### config.mk
export PLATFORM = sky130hd
export DESIGN_NAME = rid_sid_map
export DESIGN_NICKNAME = d
export VERILOG_FILES = /design/src/rtl/rsm_pkg.sv /design/src/rtl/rsm_entry_bank.sv /design/src/rtl/rsm_match.sv /design/src/rtl/rid_sid_map.sv
export SDC_FILE = /design/constraint.sdc
export NUM_CORES = 1
export LEC_CHECK = 0
export ABC_AREA = 1
export BUFFER_PORTS_ARGS = -buffer_cell sky130_fd_sc_hd__buf_2
export CELL_PAD_IN_SITES_DETAIL_PLACEMENT = 0
export CELL_PAD_IN_SITES_GLOBAL_PLACEMENT = 1
export CORE_AREA = 2 2 248 250
export CTS_BUF_LIST = sky130_fd_sc_hd__clkbuf_16
export DETAILED_ROUTE_END_ITERATION = 10
export DIE_AREA = 0 0 250 252
export MAX_ROUTING_LAYER = met4
export PLACE_DENSITY = 0.89
export SYNTH_ARGS = -nofsm -noshare
export SYNTH_HDL_FRONTEND = slang
export SYNTH_HIERARCHICAL = 1
export SYNTH_SLANG_ARGS = --single-unit
### constraint.sdc
create_clock -name clk_i -period 4.2 [get_ports clk_i]
set_input_delay 0.63 -clock clk_i [delete_from_list [all_inputs] [get_ports clk_i]]
set_output_delay 0.63 -clock clk_i [all_outputs]
set_load 0.02 [all_outputs]
### src/rtl/rsm_pkg.sv
package rsm_pkg;
  localparam int SLOT_CNT  = 64;
  localparam int IDX_W     = $clog2(SLOT_CNT);
  localparam int WORD_W    = 32;
  localparam int RID_W     = 16;
  localparam int SID_LSB   = 16;
  localparam int SID_W     = 15;
  localparam int VALID_BIT = 31;

  typedef logic [WORD_W-1:0] entry_t;

  function automatic logic ent_valid(entry_t e);
    return e[VALID_BIT];
  endfunction

  function automatic logic [SID_W-1:0] ent_sid(entry_t e);
    return e[SID_LSB +: SID_W];
  endfunction

  function automatic logic [RID_W-1:0] ent_rid(entry_t e);
    return e[RID_W-1:0];
  endfunction
endpackage

### src/rtl/rsm_entry_bank.sv
module rsm_entry_bank
  import rsm_pkg::*;
#(
  parameter int N_ENT = 16
) (
  input  logic                    clk_i,
  input  logic                    rst_ni,
  input  logic                    wr_en_i,
  input  logic [IDX_W-1:0]        wr_idx_i,
  input  entry_t                  wr_data_i,
  input  logic [IDX_W-1:0]        rd_idx_i,
  output entry_t                  rd_data_o,
  output logic [N_ENT-1:0][WORD_W-1:0] ent_o
);
  for (genvar i = 0; i < N_ENT; i++) begin : g_slot
    always_ff @(posedge clk_i or negedge rst_ni) begin
      if (!rst_ni)                                  ent_o[i] <= '0;
      else if (wr_en_i && wr_idx_i == IDX_W'(i))    ent_o[i] <= wr_data_i;
    end
  end

  // unimplemented indices fall through to zero
  always_comb begin
    rd_data_o = '0;
    for (int i = 0; i < N_ENT; i++)
      if (rd_idx_i == IDX_W'(i)) rd_data_o = ent_o[i];
  end
endmodule

### src/rtl/rsm_match.sv
module rsm_match
  import rsm_pkg::*;
#(
  parameter int N_ENT = 16
) (
  input  logic [N_ENT-1:0][WORD_W-1:0] ent_i,
  input  logic [RID_W-1:0]             rid_i,
  output logic [N_ENT-1:0]             hit_vec_o,
  output logic                         any_hit_o,
  output logic [SID_W-1:0]             sid_o
);
  for (genvar i = 0; i < N_ENT; i++) begin : g_cmp
    assign hit_vec_o[i] = ent_valid(ent_i[i]) && (ent_rid(ent_i[i]) == rid_i);
  end

  assign any_hit_o = |hit_vec_o;

  // scan downward so the lowest index is written last
  always_comb begin
    sid_o = '0;
    for (int i = N_ENT - 1; i >= 0; i--)
      if (hit_vec_o[i]) sid_o = ent_sid(ent_i[i]);
  end
endmodule

### src/rtl/rid_sid_map.sv
module rid_sid_map
  import rsm_pkg::*;
#(
  parameter int N_ENT = 16
) (
  input  logic                 clk_i,
  input  logic                 rst_ni,
  input  logic                 wr_en_i,
  input  logic [IDX_W-1:0]     wr_idx_i,
  input  logic [WORD_W-1:0]    wr_data_i,
  input  logic [IDX_W-1:0]     rd_idx_i,
  output logic [WORD_W-1:0]    rd_data_o,
  input  logic                 lk_valid_i,
  input  logic [RID_W-1:0]     lk_rid_i,
  output logic                 lk_valid_o,
  output logic                 lk_hit_o,
  output logic [SID_W-1:0]     lk_sid_o,
  output logic                 map_err_o
);
  logic [N_ENT-1:0][WORD_W-1:0] ent;
  logic [N_ENT-1:0]             hit_vec;
  logic                         any_hit;
  logic [SID_W-1:0]             sid_c;

  rsm_entry_bank #(.N_ENT(N_ENT)) u_bank (
    .clk_i     (clk_i),
    .rst_ni    (rst_ni),
    .wr_en_i   (wr_en_i),
    .wr_idx_i  (wr_idx_i),
    .wr_data_i (wr_data_i),
    .rd_idx_i  (rd_idx_i),
    .rd_data_o (rd_data_o),
    .ent_o     (ent)
  );

  rsm_match #(.N_ENT(N_ENT)) u_match (
    .ent_i     (ent),
    .rid_i     (lk_rid_i),
    .hit_vec_o (hit_vec),
    .any_hit_o (any_hit),
    .sid_o     (sid_c)
  );

  always_ff @(posedge clk_i or negedge rst_ni) begin
    if (!rst_ni) begin
      lk_valid_o <= 1'b0;
      lk_hit_o   <= 1'b0;
      lk_sid_o   <= '0;
      map_err_o  <= 1'b0;
    end else begin
      lk_valid_o <= lk_valid_i;
      lk_hit_o   <= lk_valid_i && any_hit;
      lk_sid_o   <= (lk_valid_i && any_hit) ? sid_c : '0;
      map_err_o  <= lk_valid_i && !any_hit;
    end
  end
endmodule

==> results.toml, run 1 <==
[outcome]
outcome = "finished, final reports clean"

[logic_synthesis]
mux_share_of_post_synthesis_cell_area_pct = 0
synth-simple-area-share_pct = 31.5
synth_sequential_area_ratio_pct = 44.5
yosysWarnings = 6
ys_types = 45
xor_xnor_cell_area_share_of_the_yosys_netlist_pct = 1.76
main_synth_ff_type = "sky130_fd_sc_hd__dfrtp_1"
synth_nets = 4237
synthesis.instances = 4173
synth_area_per_cell_um2 = 7.14
yosys.area_share.adder_pct = 0
synth_compound_gate_area_share_pct = 14.4
synth-edff-count = 0
ys_seq_elements = 530
post_synth_instance_area_um2 = 29800
synth_async_sr_flop_share_pct = 100
netlist_top_cells_area = "sky130_fd_sc_hd__dfrtp_1, sky130_fd_sc_hd__nand2_1, sky130_fd_sc_hd__o21ai_0"
combinational_family_with_the_most_area_after_synthesis = "simple AND/OR/NAND/NOR gates"
synth_largest_area_cell = "sky130_fd_sc_hd__dfrtp_1"
netlist.area_leader.share_pct = 44.5

[placed_design]
hpwlAfterDp_um = 72400
place.gp.congestion = 0.950
detailedPlace.worstSlack_ps = 383
io_buffers = 113

[power]
powerDensity_nw_per_um2 = 407
leak_pwr_nw = 15.7
vdd_ir_drop_max_uv = 306

[floorplanning]
core_area_um2 = 60100
top_level_ports = 114
initial_util_pct = 49.6
row_count = 90
die_width_um = 250
die_y_um = 252
design.die.area_um2 = 63000

[sta]
fin_skew_ps = 18.4
finalCritPeriodShare_pct = 85.7
grt_setup_unrepaired = "no"
timing.final.ws_setup_ps = 599
timing.final.hold_violations = 0
finalSetupViolCount = 0
achievable-frequency_ghz = 0.278
worst_margin_pin_slew_ps = 1170
timing.setup.tns_ps = 0
drv_slew = 0
timing.final.crit_period_ps = 3600
timing.slew.headroom_pct = 21.2

[cts]
clock_path_buffers = 3
clock_tree.htree_level_count = 2
worst_setup_hold_path_clk_slew_ps = 60
cts-buffers-inserted = 58
cts.root.buffer_cell = "sky130_fd_sc_hd__clkbuf_16"
cts.hold.buffers_added = 0
cts_setup_buffers = 0
clock_latency_ps = 630
clkSinkCount = 530
post_cts.resized_instances = 0
cts_tree = "built"

[route]
routed-via-count = 28400
drcViolationCount = 0
wire_per_inst_um = 20.9
detailed_route_iter0_violations = 3451
antenna_left = 0
postRouteWirelength_um = 104000
first_pass_iters = 6
vias_per_cell = 5.67

[finish]
nFillCells = 5869
ff_latch_area_um2 = 13300
final_cell_mix = "sky130_fd_sc_hd__nand2_1, sky130_fd_sc_hd__dfrtp_1, sky130_fd_sc_hd__nor2_1, sky130_fd_sc_hd__o21ai_0, sky130_fd_sc_hd__inv_1"
design.final.nets = 4235
final_layout_size_suffix_gt1_share_pct = 10.7
most_frequent_standard_cell_in_the_layout_excluding_fill_and_tap_cells = "sky130_fd_sc_hd__nand2_1"
total_area_of_multi_input_combinational_cells_um2 = 14300
layout-area-overhead-vs-synth_pct = 10.0

[setup_path]
critical_path.endpoint_type = "output pin"
critical_path_required_ps = 3570
timing_worst_setup_path_type = "in -> out"
path_cells = "buf_2 -> nor2_4 -> nand3_2 -> nor2_4 -> inv_2 -> or2_0 -> nand2_1 -> nand4_1 -> nor3_1 -> nand4_1 -> buf_2"
timing.critical_path.fanout_max = 23
r2r_cells = 16
worst_ep_arrival_time_ps = 2970
timing.critical_path.from_type = "input pin"
critical_path.max_stage_delay_ps = 420
critical_path.slowest_cell = "sky130_fd_sc_hd__nor3_1"

[global_routing]
number_of_antenna_violations_at_the_first_check_in_global_routing = 3
grt_most_used_layer = "met2"
gr-usage-met3_pct = 5.18
first_pass_grt_wire_length_um = 159000
grt_pass1_vias = 25800
global_route_met2_utilization_pct = 49.8
grt_start_max_net_pins = 87
grt.total_usage_pct = 33.8
globalRouteOverflowTotal = 0
grt_util_met1_pct = 48.2

[min_path]
worst_min_delay_path_class = "in -> async"

[job]
cap_viol_max_count = 0
sequential cells by signal (all words and copies together) (netlist names):
signal	flops
lk_hit_o	1
lk_sid_o	15
lk_valid_o	1
map_err_o	1
u_bank/ent_o	512
worst max-delay path, delay by kind of cell:
| kind | cells | cell delay, ps |
|---|---|---|
| simple gates | 8 | 1770 |
| buf+inv | 3 | 560 |
power breakdown:
part	leakage (nW)	total [mW]	internal, mW	switching [mW]
registers	7.00	6.53	5.82	0.712
clock network	0.946	5.06	2.89	2.18
logic	7.75	1.77	0.636	1.14
total	15.7	13.4	9.34	4.03
logic make-up (layout without fill, tap and decap cells):
group	count (synthesis)	in the layout
other cells	0	3
simple gates	2251	2251
xor+xnor	60	60
flops	530	530
buf+inv	534	575
compound gates	798	798
cell type report:
cell class              count  area share [%]
multi-input cells        3109            43.6
diodes                      3          0.0229
clock inverters            44            1.07
inverters                 265            3.06
well taps                 782            2.98
clock buffers              59            4.50
flip-flops and latches    530            40.4
repair buffers            207            4.29
final timing paths:
| kind | start | end | slack [ps] |
|---|---|---|---|
| setup / recovery | rd_idx_i[5] | rd_data_o[13] | 600 |
| hold / removal | rst_ni | u_bank/ent_o[485] | 5 |
| setup reg to reg | u_bank/ent_o[258] | lk_sid_o[12] | 1120 |
| hold reg to reg | u_bank/ent_o[114] | u_bank/ent_o[114] | 510 |
| max in group asynchronous | rst_ni | u_bank/ent_o[31] | 3070 |
| min in group clk_i | lk_valid_i | lk_valid_o | 170 |
per-stage QoR:
step	cells	hold WS, ps	total power [mW]	util [%]	cell area [µm²]
CTS	4996	14.9	13.4	54.5	32800
floorplan	4173	334	7.55	-	29800
detailed placement	4893	489	8.33	51.5	31000
global route	4998	51.3	14.0	54.5	32800
global placement	4893	480	8.27	51.5	31000
finish	4999	4.78	13.4	54.5	32800
per-layer routing:
layer	vias up	share of wire, %
li1	13500	-
met1	13400	45
met2	1315	43
met3	193	8.9
met4	0	3.0
met5	-	0
synthesized netlist by cell type (2+ instances only):
| master | count |
|---|---|
| sky130_fd_sc_hd__nand3b_1 | 3 |
| sky130_fd_sc_hd__dfrtp_1 | 530 |
| sky130_fd_sc_hd__o22ai_1 | 36 |
| sky130_fd_sc_hd__inv_1 | 235 |
| sky130_fd_sc_hd__a221oi_2 | 3 |
| sky130_fd_sc_hd__nor2_2 | 16 |
| sky130_fd_sc_hd__or2_2 | 61 |
| sky130_fd_sc_hd__o21ai_0 | 461 |
| sky130_fd_sc_hd__clkbuf_1 | 169 |
| sky130_fd_sc_hd__o2111ai_1 | 9 |
| sky130_fd_sc_hd__nor4_2 | 4 |
| sky130_fd_sc_hd__inv_4 | 3 |
| sky130_fd_sc_hd__nand4_1 | 134 |
| sky130_fd_sc_hd__nor3_1 | 13 |
| sky130_fd_sc_hd__nand3_2 | 7 |
| sky130_fd_sc_hd__o21ai_1 | 35 |
| sky130_fd_sc_hd__inv_2 | 26 |
| sky130_fd_sc_hd__nor3_2 | 2 |
| sky130_fd_sc_hd__nand3_1 | 99 |
| sky130_fd_sc_hd__xor2_1 | 46 |
| sky130_fd_sc_hd__a21oi_2 | 8 |
| sky130_fd_sc_hd__nand2_1 | 1352 |
| sky130_fd_sc_hd__a211oi_1 | 7 |
| sky130_fd_sc_hd__nor2_4 | 4 |
| sky130_fd_sc_hd__or2_1 | 14 |
| sky130_fd_sc_hd__buf_2 | 58 |
| sky130_fd_sc_hd__nor2_1 | 498 |
| sky130_fd_sc_hd__buf_6 | 26 |
| sky130_fd_sc_hd__or2_0 | 28 |
| sky130_fd_sc_hd__buf_4 | 15 |
| sky130_fd_sc_hd__o211ai_1 | 4 |
| sky130_fd_sc_hd__nand2_2 | 4 |
| sky130_fd_sc_hd__a21oi_1 | 200 |
| sky130_fd_sc_hd__nor4_1 | 8 |
| sky130_fd_sc_hd__a221oi_1 | 25 |
| sky130_fd_sc_hd__a22o_1 | 6 |
| sky130_fd_sc_hd__a31oi_1 | 3 |
| sky130_fd_sc_hd__xnor2_1 | 14 |
No activity file was read; power rests on OpenSTA's default activity.
==> run 2: changes to the inputs <==
--- a/config.mk
+++ b/config.mk
@@ -5,16 +5,15 @@
 export SDC_FILE = /design/constraint.sdc
 export NUM_CORES = 1
 export LEC_CHECK = 0
-export ABC_AREA = 1
 export BUFFER_PORTS_ARGS = -buffer_cell sky130_fd_sc_hd__buf_2
 export CELL_PAD_IN_SITES_DETAIL_PLACEMENT = 0
 export CELL_PAD_IN_SITES_GLOBAL_PLACEMENT = 1
-export CORE_AREA = 2 2 248 250
+export CORE_AREA = 2 2 240 242
 export CTS_BUF_LIST = sky130_fd_sc_hd__clkbuf_16
 export DETAILED_ROUTE_END_ITERATION = 10
-export DIE_AREA = 0 0 250 252
+export DIE_AREA = 0 0 242 244
 export MAX_ROUTING_LAYER = met4
-export PLACE_DENSITY = 0.89
+export PLACE_DENSITY = 0.88
 export SYNTH_ARGS = -nofsm -noshare
 export SYNTH_HDL_FRONTEND = slang
 export SYNTH_HIERARCHICAL = 1
==> run 2 against run 1 <==
  * Worst hold slack better by 51 ps
  * Die area down 6.3%
  * Global-route usage is 6.9 points higher
  * Register-to-register slack got worse by 650 ps
  * Core utilization rose by 6.8 points
  * First-iteration DRC count shrank 5.6%
  * Critical endpoint is now rd_data_o[31]
  * Highest routed layer unchanged
  * Cell count shrank 28%
  * Count of clock-buffer cells in the layout is the same
  * Clock skew rose by 4.5 ps
  * Flip-flop and latch count unchanged
  * Sequential share of layout area down 1.9 points
==> results.toml, run 2 <==
[outcome]
outcome = "finished, final reports clean"

[global_routing]
global_route_met2_utilization_pct = 62.6
grt.total_usage_pct = 40.7
globalRouteOverflowTotal = 0
grt_util_met1_pct = 50.3
gr-usage-met3_pct = 7.54
grt_most_used_layer = "met2"
first_pass_grt_wire_length_um = 172000
number_of_antenna_violations_at_the_first_check_in_global_routing = 4
grt_start_max_net_pins = 94
grt_pass1_vias = 24900

[logic_synthesis]
ys_seq_elements = 530
netlist.area_leader.share_pct = 43.1
synth_nets = 2750
synth_top_cells_by_count = "sky130_fd_sc_hd__mux2_2, sky130_fd_sc_hd__dfrtp_1, sky130_fd_sc_hd__xnor2_1"
mux_share_of_post_synthesis_cell_area_pct = 25.8
synth-edff-count = 0
synth-simple-area-share_pct = 8.91
yosys.area_share.adder_pct = 0
synth_compound_gate_area_share_pct = 10.3
synthesis.instances = 2686
xor_xnor_cell_area_share_of_the_yosys_netlist_pct = 7.11
synth_async_sr_flop_share_pct = 100
main_synth_ff_type = "sky130_fd_sc_hd__dfrtp_1"
combinational_family_with_the_most_area_after_synthesis = "multiplexers"
yosysWarnings = 6
ys_types = 92
synth_largest_area_cell = "sky130_fd_sc_hd__dfrtp_1"
synth_sequential_area_ratio_pct = 43.1
netlist_top_cells_area = "sky130_fd_sc_hd__dfrtp_1, sky130_fd_sc_hd__mux2_2, sky130_fd_sc_hd__xnor2_1"
synth_area_per_cell_um2 = 11.5
yosysMostFrequentCell = "sky130_fd_sc_hd__mux2_2"
post_synth_instance_area_um2 = 30800

[cts]
cts-buffers-inserted = 58
cts.hold.buffers_added = 0
clkSinkCount = 530
clock_latency_ps = 640
clock_tree.htree_level_count = 2
cts.root.buffer_cell = "sky130_fd_sc_hd__clkbuf_16"
cts_setup_buffers = 0
cts_tree = "built"
worst_setup_hold_path_clk_slew_ps = 60
post_cts.resized_instances = 0
clock_path_buffers = 3

[floorplanning]
design.die.area_um2 = 59000
row_count = 87
top_level_ports = 114
die_width_um = 242
initial_util_pct = 54.8
die_y_um = 244
core_area_um2 = 56200

[route]
postRouteWirelength_um = 118000
wire_per_inst_um = 32.8
vias_per_cell = 6.89
detailed_route_iter0_violations = 3257
drcViolationCount = 0
routed-via-count = 24700
first_pass_iters = 7
antenna_left = 0

[power]
leak_pwr_nw = 15.3
powerDensity_nw_per_um2 = 406
vdd_ir_drop_max_uv = 319

[finish]
most_frequent_standard_cell_in_the_layout_excluding_fill_and_tap_cells = "sky130_fd_sc_hd__mux2_2"
registers.top_by_ff_count = "u_bank/ent_o"
ff_latch_area_um2 = 13300
reg.largest.list = "u_bank/ent_o (512), lk_sid_o (15)"
final_layout_size_suffix_gt1_share_pct = 36.0
total_area_of_multi_input_combinational_cells_um2 = 16200
final_cell_mix = "sky130_fd_sc_hd__mux2_2, sky130_fd_sc_hd__dfrtp_1, sky130_fd_sc_hd__xnor2_1, sky130_fd_sc_hd__buf_4, sky130_fd_sc_hd__nand2_1"
design.final.nets = 2848
nFillCells = 4600
layout-area-overhead-vs-synth_pct = 11.9
finalNonFillerCells = 3589
max_ffs_per_register = 512

[setup_path]
timing.critical_path.from_type = "input pin"
timing_worst_setup_path_type = "in -> out"
critical_path_required_ps = 3570
r2r_cells = 10
timing.critical_path.fanout_max = 37
critical_path.endpoint_type = "output pin"
worst_ep_arrival_time_ps = 3250

[sta]
worst_margin_pin_slew_ps = 1260
finalCritPeriodShare_pct = 92.4
achievable-frequency_ghz = 0.258
drv_slew = 0
timing.setup.tns_ps = 0
grt_setup_unrepaired = "no"
timing.final.hold_violations = 0
fin_skew_ps = 22.9
timing.slew.headroom_pct = 15.8
timing.final.crit_period_ps = 3880
finalSetupViolCount = 0

[placed_design]
io_buffers = 113
place.gp.congestion = 1.06
hpwlAfterDp_um = 82400
post-place-cells = 3480

[job]
cap_viol_max_count = 0

[min_path]
worst_min_delay_path_class = "in -> async"
-- run 2: changes by cell type in the layout (fill, tap and decap cells not counted), moves of 83 or more --
| cell | delta |
|---|---|
| sky130_fd_sc_hd__mux2_2 | +545 |
| sky130_fd_sc_hd__a21oi_1 | -107 |
| sky130_fd_sc_hd__xnor2_1 | +190 |
| sky130_fd_sc_hd__nand4_1 | -83 |
| sky130_fd_sc_hd__inv_1 | -202 |
| sky130_fd_sc_hd__o21ai_0 | -382 |
| sky130_fd_sc_hd__nand2_1 | -1213 |
| sky130_fd_sc_hd__nor2_1 | -409 |
-- run 2: metal layers --
metal	up-vias	share of wire, %	routed length, µm
met5	-	0	0
met4	0	7.3	8560
met3	439	9.5	11200
met2	1668	46	54000
met1	12600	37	44100
li1	10100	-	-
-- run 2: metrics by stage --
step	total power, mW	cell area [µm²]	hold slack [ps]	setup WS [ps]	util, %
after floorplan	7.91	30800	334	1230	-
after global placement	8.82	32600	505	177	58.1
after detailed placement	8.92	32600	505	118	58.1
after CTS	14.0	34400	87.9	463	61.3
after global routing	14.4	34500	94.9	397	61.3
final	14.0	34500	55.9	321	61.3
-- run 2: worst paths after layout --
| check | startpoint | to | slack (ps) |
|---|---|---|---|
| max | rd_idx_i[1] | rd_data_o[31] | 320 |
| min | rst_ni | u_bank/ent_o[27] | 60 |
| max reg2reg | u_bank/ent_o[460] | lk_sid_o[3] | 470 |
| min reg2reg | u_bank/ent_o[467] | u_bank/ent_o[467] | 520 |
| max in group asynchronous | rst_ni | u_bank/ent_o[474] | 3060 |
| min in group clk_i | lk_valid_i | lk_valid_o | 370 |
-- run 2: logic make-up (layout without fill, tap and decap cells) --
family,Yosys count,after routing
AO/OA/AOI/OAI,450,450
XOR/XNOR,250,250
buffers and inverters,276,418
flip-flops,530,530
multiplexers,667,667
other,0,5
AND/OR/NAND/NOR,513,513
-- run 2: final cells by class --
| type | count | share of cell area [%] |
|---|---|---|
| inverters | 38 | 0.414 |
| well taps | 756 | 2.75 |
| flip-flops and latches | 530 | 38.5 |
| clock buffers | 59 | 4.28 |
| multi-input cells | 1880 | 47.1 |
| diodes | 5 | 0.0363 |
| repair buffers | 276 | 5.95 |
| clock inverters | 45 | 1.02 |
-- run 2: critical path: stages --
cell and delay, ps:
sky130_fd_sc_hd__clkbuf_8 320, sky130_fd_sc_hd__nor2b_1 990, sky130_fd_sc_hd__buf_4 300, sky130_fd_sc_hd__a22oi_1 90, sky130_fd_sc_hd__a21oi_1 170, sky130_fd_sc_hd__a21o_1 220, sky130_fd_sc_hd__o21ba_1 280, sky130_fd_sc_hd__buf_2 210
-- run 2: where the power goes --
group	internal [mW]	leakage (nW)	switching (mW)	total, mW
registers	5.77	7.04	0.713	6.48
clock network	2.88	0.940	2.19	5.07
logic	1.16	7.29	1.28	2.44
total	9.82	15.3	4.18	14.0
